### config.mk
export PLATFORM = sky130hd
export DESIGN_NAME = ucode_acc_cpu
export DESIGN_NICKNAME = d
export VERILOG_FILES = /design/src/rtl/acc_ucode_pkg.sv /design/src/rtl/acc_ucode_rom.sv /design/src/rtl/acc_useq.sv /design/src/rtl/acc_dp.sv /design/src/rtl/ucode_acc_cpu.sv
export SDC_FILE = /design/constraint.sdc
export NUM_CORES = 1
export LEC_CHECK = 0
export BUFFER_PORTS_ARGS = -buffer_cell sky130_fd_sc_hd__clkbuf_2
export CORE_UTILIZATION = 48
export DETAILED_ROUTE_END_ITERATION = 7
export PLACE_DENSITY = 0.78
export SYNTH_ARGS = -nofsm -noshare
export SYNTH_HDL_FRONTEND = slang
export SYNTH_SLANG_ARGS = --single-unit
export TNS_END_PERCENT = 20
### constraint.sdc
create_clock -name clk -period 1.92 [get_ports clk]
set_input_delay 0.192 -clock clk [delete_from_list [all_inputs] [get_ports clk]]
set_output_delay 0.192 -clock clk [all_outputs]
set_load 0.02 [all_outputs]
### src/rtl/acc_ucode_pkg.sv
`timescale 1ns/1ps
package acc_ucode_pkg;
  localparam int UADDR_W = 4;
  localparam int CTRL_W  = 14;
  localparam int UWORD_W = CTRL_W + 2 + UADDR_W;
  localparam int UDEPTH  = 1 << UADDR_W;

  // strobe bit positions inside the control field
  localparam int S_MAR_LD  = 13;
  localparam int S_PC_DRV  = 12;
  localparam int S_PC_INC  = 11;
  localparam int S_MEM_RD  = 10;
  localparam int S_IR_LD   = 9;
  localparam int S_MDR_DRV = 8;
  localparam int S_IR_DRV  = 7;
  localparam int S_ACC_LD  = 6;
  localparam int S_PC_LD   = 5;

  typedef struct packed {
    logic [UADDR_W-1:0] nxt;
    logic               or_en;
    logic               disp;
    logic [CTRL_W-1:0]  ctrl;
  } uword_t;
endpackage

### src/rtl/acc_ucode_rom.sv
`timescale 1ns/1ps
module acc_ucode_rom
  import acc_ucode_pkg::*;
(
  input  logic [UADDR_W-1:0] addr,
  output uword_t             word
);
  function automatic uword_t mk(input logic [UADDR_W-1:0] n, input logic o,
                                input logic d, input logic [CTRL_W-1:0] c);
    uword_t w;
    w.nxt = n; w.or_en = o; w.disp = d; w.ctrl = c;
    return w;
  endfunction

  function automatic logic [CTRL_W-1:0] sb(input int i);
    logic [CTRL_W-1:0] v;
    v = '0;
    v[i] = 1'b1;
    return v;
  endfunction

  always_comb begin
    unique case (addr)
      4'd0: word = mk(4'd1, 1'b0, 1'b0, sb(S_MAR_LD) | sb(S_PC_DRV));
      4'd1: word = mk(4'd2, 1'b0, 1'b0, sb(S_PC_INC) | sb(S_MEM_RD));
      4'd2: word = mk(4'd3, 1'b0, 1'b0, sb(S_IR_LD)  | sb(S_MDR_DRV));
      4'd3: word = mk(4'd0, 1'b0, 1'b1, '0);
      4'd4: word = mk(4'd5, 1'b0, 1'b0, sb(S_IR_DRV) | sb(S_MAR_LD));
      4'd5: word = mk(4'd6, 1'b0, 1'b0, sb(S_MEM_RD));
      4'd6: word = mk(4'd0, 1'b0, 1'b0, sb(S_ACC_LD) | sb(S_MDR_DRV));
      4'd7: word = mk(4'd8, 1'b1, 1'b0, '0);
      4'd8: word = mk(4'd0, 1'b0, 1'b0, '0);
      4'd9: word = mk(4'd0, 1'b0, 1'b0, sb(S_IR_DRV) | sb(S_PC_LD));
      default: word = '0;
    endcase
  end
endmodule

### src/rtl/acc_useq.sv
`timescale 1ns/1ps
module acc_useq
  import acc_ucode_pkg::*;
#(
  parameter int OPC_W = 4
) (
  input  logic               clk,
  input  logic               rst_n,
  input  logic [OPC_W-1:0]   opcode,
  input  logic               acc_zero,
  output logic [UADDR_W-1:0] csar,
  output uword_t             csir
);
  logic [UADDR_W-1:0] nxt_addr;
  logic [UADDR_W-1:0] disp_addr;
  uword_t             rom_word;

  // opcode dispatch table
  always_comb begin
    case (opcode)
      OPC_W'(1): disp_addr = UADDR_W'(4);
      OPC_W'(2): disp_addr = UADDR_W'(7);
      default:   disp_addr = '0;
    endcase
  end

  always_comb begin
    if (csir.disp) nxt_addr = disp_addr;
    else           nxt_addr = csir.nxt | {{(UADDR_W-1){1'b0}}, csir.or_en & acc_zero};
  end

  acc_ucode_rom i_rom (.addr(rst_n ? nxt_addr : '0), .word(rom_word));

  always_ff @(posedge clk) begin
    if (!rst_n) begin
      csar <= '0;
      csir <= rom_word;
    end else begin
      csar <= nxt_addr;
      csir <= rom_word;
    end
  end

  AST_DISPATCH_LEGAL: assert property (@(posedge clk) disable iff (!rst_n)
    csir.disp |=> (csar == 4'd0 || csar == 4'd4 || csar == 4'd7)) else $error("dispatch");
  AST_LOAD_RETURNS: assert property (@(posedge clk) disable iff (!rst_n)
    csir.ctrl[S_ACC_LD] |=> csar == 4'd0) else $error("load return");
  AST_OR_BRANCH: assert property (@(posedge clk) disable iff (!rst_n)
    csir.or_en |=> (csar == 4'd8 || csar == 4'd9)) else $error("or branch");
endmodule

### src/rtl/acc_dp.sv
`timescale 1ns/1ps
module acc_dp
  import acc_ucode_pkg::*;
#(
  parameter int DATA_W = 8,
  parameter int ADDR_W = 4,
  parameter logic [(1<<ADDR_W)*DATA_W-1:0] MEM_IMAGE = '0
) (
  input  logic              clk,
  input  logic              rst_n,
  input  logic [CTRL_W-1:0] ctrl,
  output logic [ADDR_W-1:0] pc,
  output logic [DATA_W-1:0] ir,
  output logic [ADDR_W-1:0] mar,
  output logic [DATA_W-1:0] mdr,
  output logic [DATA_W-1:0] acc
);
  localparam int DEPTH = 1 << ADDR_W;

  logic [DATA_W-1:0] mem [DEPTH];
  logic [DATA_W-1:0] bus;

  for (genvar i = 0; i < DEPTH; i++) begin : g_mem
    assign mem[i] = MEM_IMAGE[i*DATA_W +: DATA_W];
  end

  always_comb begin
    bus = '0;
    if (ctrl[S_PC_DRV])  bus = DATA_W'(pc);
    if (ctrl[S_IR_DRV])  bus = DATA_W'(ir[ADDR_W-1:0]);
    if (ctrl[S_MDR_DRV]) bus = mdr;
  end

  always_ff @(posedge clk) begin
    if (!rst_n) begin
      pc <= '0; ir <= '0; mar <= '0; mdr <= '0; acc <= '0;
    end else begin
      if (ctrl[S_PC_INC])     pc  <= pc + 1'b1;
      else if (ctrl[S_PC_LD]) pc  <= bus[ADDR_W-1:0];
      if (ctrl[S_MAR_LD])     mar <= bus[ADDR_W-1:0];
      if (ctrl[S_MEM_RD])     mdr <= mem[mar];
      if (ctrl[S_IR_LD])      ir  <= bus;
      if (ctrl[S_ACC_LD])     acc <= bus;
    end
  end

  AST_ONE_BUS_DRIVER: assert property (@(posedge clk) disable iff (!rst_n)
    $onehot0({ctrl[S_PC_DRV], ctrl[S_IR_DRV], ctrl[S_MDR_DRV]})) else $error("bus");
  AST_PC_STEP: assert property (@(posedge clk) disable iff (!rst_n)
    ctrl[S_PC_INC] |=> pc == ADDR_W'($past(pc) + 1'b1)) else $error("pc step");
  AST_ACC_HOLD: assert property (@(posedge clk) disable iff (!rst_n)
    !ctrl[S_ACC_LD] |=> $stable(acc)) else $error("acc hold");
  AST_IR_FROM_MDR: assert property (@(posedge clk) disable iff (!rst_n)
    ctrl[S_IR_LD] |=> ir == $past(mdr)) else $error("ir load");
endmodule

### src/rtl/ucode_acc_cpu.sv
`timescale 1ns/1ps
module ucode_acc_cpu
  import acc_ucode_pkg::*;
#(
  parameter int DATA_W = 8,
  parameter int ADDR_W = 4,
  parameter logic [(1<<ADDR_W)*DATA_W-1:0] MEM_IMAGE = '0
) (
  input  logic                clk,
  input  logic                rst_n,
  output logic [UADDR_W-1:0]  csar,
  output logic [UWORD_W-1:0]  uword,
  output logic [ADDR_W-1:0]   pc,
  output logic [DATA_W-1:0]   ir,
  output logic [ADDR_W-1:0]   mar,
  output logic [DATA_W-1:0]   mdr,
  output logic [DATA_W-1:0]   acc
);
  localparam int OPC_W = DATA_W - ADDR_W;

  uword_t csir;

  acc_useq #(.OPC_W(OPC_W)) i_seq (
    .clk(clk), .rst_n(rst_n),
    .opcode(ir[DATA_W-1:ADDR_W]), .acc_zero(acc == '0),
    .csar(csar), .csir(csir)
  );

  acc_dp #(.DATA_W(DATA_W), .ADDR_W(ADDR_W), .MEM_IMAGE(MEM_IMAGE)) i_dp (
    .clk(clk), .rst_n(rst_n), .ctrl(csir.ctrl),
    .pc(pc), .ir(ir), .mar(mar), .mdr(mdr), .acc(acc)
  );

  assign uword = csir;
endmodule

==> impl_metrics.json <==
{
  "synth_most_common_cell": "dfxtp_1",
  "clk_pin_slew_ns": 0.10,
  "hold_path_class": "in2reg",
  "cell_internal_pwr_mw": 1.03,
  "synth-simple-area-share_pct": 24.5,
  "antenna_cells": 0,
  "holdWs_ns": 0.173,
  "final_nets": 209,
  "io_pins": 58,
  "fp.dieW_um": 58.5,
  "p_seq_share_pct": 54.6,
  "die_h_um": 58.5,
  "die-area_um2": 3430,
  "synth_cell_type_count": 33,
  "numClockSinks": 34,
  "initial_core_util_pct": 50.2,
  "power_switching_uw": 513,
  "place_congestion": 0.820,
  "syn_to_final_growth_pct": 12.3,
  "overflow": 0,
  "wire_per_inst_um": 11.5,
  "clkLatencyLatePin_ns": 0.33,
  "p_sw_share_pct": 33.2,
  "htree_num_levels": 2,
  "cts_made_buffers": 5,
  "synthXorXnorAreaFrac_pct": 0,
  "path_max_fanout": 3,
  "final_hold_viol_count": 0,
  "drt_wl_total_um": 2830,
  "end_kind": "flop",
  "ant_nets": 0,
  "port-buffer-count": 36,
  "grt_usage_pct": 17.7,
  "synth_top_area_cell": "dfxtp_1",
  "antenna_found_initial": 0,
  "synth_edf_count": 0,
  "grt_first_pass_wirelength_um": 4490,
  "drive_gt1_share_pct": 26.1,
  "muxShareOfSynthArea_pct": 0.653,
  "synth-compound-area-share_pct": 14.8,
  "vias": 1170,
  "viasPerCell": 4.74,
  "finalCritPeriodShare_pct": 85.4,
  "critPathRequiredTime_ns": 2.15,
  "crit_type": "reg2reg",
  "setup_tns_ns": 0,
  "ys_warn_count": 0,
  "netlist_top_cells_count": "34 x dfxtp_1, 22 x buf_4, 17 x a21oi_1",
  "ys_ff_latch": 34,
  "fin_crit_ns": 1.64,
  "grt_max_degree": 15,
  "drtPass1Iterations": 4,
  "max_clock_freq_ghz": 0.610,
  "rsz0062_at_grt": "no",
  "rows": 20,
  "drc_errors": 0,
  "synth_top_family_by_area": "simple AND/OR/NAND/NOR gates",
  "outcome": "completed",
  "synth.avg_cell_area_um2": 9.41,
  "synth_fa_ha_area_share_pct": 3.26,
  "slew_violations": 0,
  "ys_async_sr_fraction_pct": 0,
  "grt_pass1_vias": 990,
  "first_iter_violations": 50,
  "yosysSeqAreaShare_pct": 44.4,
  "hpwl_um": 2120,
  "comb_power_share_pct": 22.4,
  "worst_ep_arrival_time_ns": 1.87,
  "synth_area_um2": 1530,
  "synth_area_leaders": "dfxtp_1 44%, buf_4 11%, a21oi_1 5.5%, nand2b_1 5.3%, o21ai_0 5.2%",
  "clockPowerShare_pct": 23.0,
  "synth_flop_cell": "dfxtp_1",
  "synth_top_area_share_pct": 44.4,
  "core_region_area_um2": 3050,
  "post_cts_buffers": 0,
  "fin_skew_ns": 0.00436,
  "leakagePower_nw": 0.783,
  "critPathLaunchType": "flop",
  "drv_cap": 0,
  "cts_hold_buf": 0,
  "clock-root-buffer": "clkbuf_4",
  "finalSetupViolCount": 0,
  "cts_tree": "built",
  "clk_path_buf_depth": 2,
  "ir_drop_uv": 446,
  "synth_cells": 163,
  "pwr_density_cell_nw_per_um2": 897,
  "post_cts_resized": 0
}
## power by group through the flow
stage	sequential, mW	clock, mW	combinational (mW)
floorplan	0.922	0	0.208
global placement	0.860	0	0.341
detailed placement	0.861	0	0.347
CTS	0.845	0.366	0.349
global route	0.858	0.397	0.377
finish	0.843	0.356	0.346
## metal layers
layer  global-route usage, %  part of all wire [%]  routed length, um
met1                    21.9                    46               1290
met3                    5.93                   5.6                159
met2                    28.7                    47               1340
met4                    6.12                   1.4                 40
met5                       0                     0                  0
## stage by stage
step | setup WS [ns] | cells | cell area [um^2] | util, % | power, mW
2_1_floorplan | 0.398 | 183 | 1610 | - | 1.13
3_3_place_gp | 0.370 | 240 | 1680 | 54.9 | 1.20
3_5_place_dp | 0.281 | 240 | 1680 | 54.9 | 1.21
4_1_cts | 0.256 | 247 | 1720 | 56.4 | 1.56
5_1_grt | 0.182 | 247 | 1720 | 56.4 | 1.63
6_report | 0.281 | 247 | 1720 | 56.4 | 1.55
## critical path, cell delays in order (launching register included)
cell	delay [ns]
dfxtp_1	0.33
nor4_1	0.33
a21oi_1	0.16
nand2b_1	0.21
ha_1	0.31
a22o_1	0.20
## registers in the layout, indices dropped and copies added (netlist names)
name	flops
i_seq.csir	14
i_dp.acc	4
i_dp.ir	4
i_dp.mar	4
i_dp.pc	4
i_seq.csar	4
## final cells by class
| type | count | area, um^2 |
|---|---|---|
| flip-flops and latches | 34 | 681 |
| repair buffers | 36 | 180 |
| well taps | 44 | 55.1 |
| fillers | 313 | 1330 |
| multi-input cells | 121 | 741 |
| inverters | 5 | 18.8 |
| clock inverters | 2 | 10.0 |
| clock buffers | 5 | 37.5 |
## placed cells by master (no fill, tap or decap), drive strengths merged
cell type | netlist | layout
clkbuf | 1 | 41
dfxtp | 34 | 34
conb | 1 | 21
a21oi | 17 | 17
o21ai | 17 | 17
nand2b | 13 | 13
and2 | 10 | 10
inv | 5 | 5
and2b | 5 | 5
and3b | 5 | 5
nand2 | 4 | 4
nand3b | 4 | 4
ha | 4 | 4
nor3b | 3 | 3
nor2 | 2 | 2
and4bb | 2 | 2
nor2b | 2 | 2
a211oi | 2 | 2
clkinv | 0 | 2
nor4 | 1 | 1
a22o | 1 | 1
mux2i | 1 | 1
o21bai | 1 | 1
o22ai | 1 | 1
o31ai | 1 | 1
nand4 | 1 | 1
or2 | 1 | 1
a31oi | 1 | 1
and3 | 1 | 1
## worst paths after layout
check	startpoint	to	slack (ns)	cells past startpoint
worst max-delay path	i_dp.acc[0]$_SDFFE_PN0P_	i_seq.csir[17]$_SDFF_PP0_	0.28	5
worst min-delay path	rst_n	i_dp.pc[2]$_SDFFE_PN0P_	0.17	3
worst max register to register	i_dp.acc[0]$_SDFFE_PN0P_	i_seq.csir[17]$_SDFF_PP0_	0.28	5
worst min register to register	i_dp.mar[0]$_SDFFE_PN0P_	i_dp.mar[0]$_SDFFE_PN0P_	0.48	2
## cells by family (layout without fill, tap and decap cells)
kind of cell               after synthesis  count (layout)
adders and majority gates                4               4
buffers and inverters                   28              48
muxes                                    1               1
AOI/OAI and AO/OA                       41              41
DFF                                     34              34
other                                    1              21
and+or+nand+nor                         54              54
Note: power is estimated with default switching activity, not from simulation.
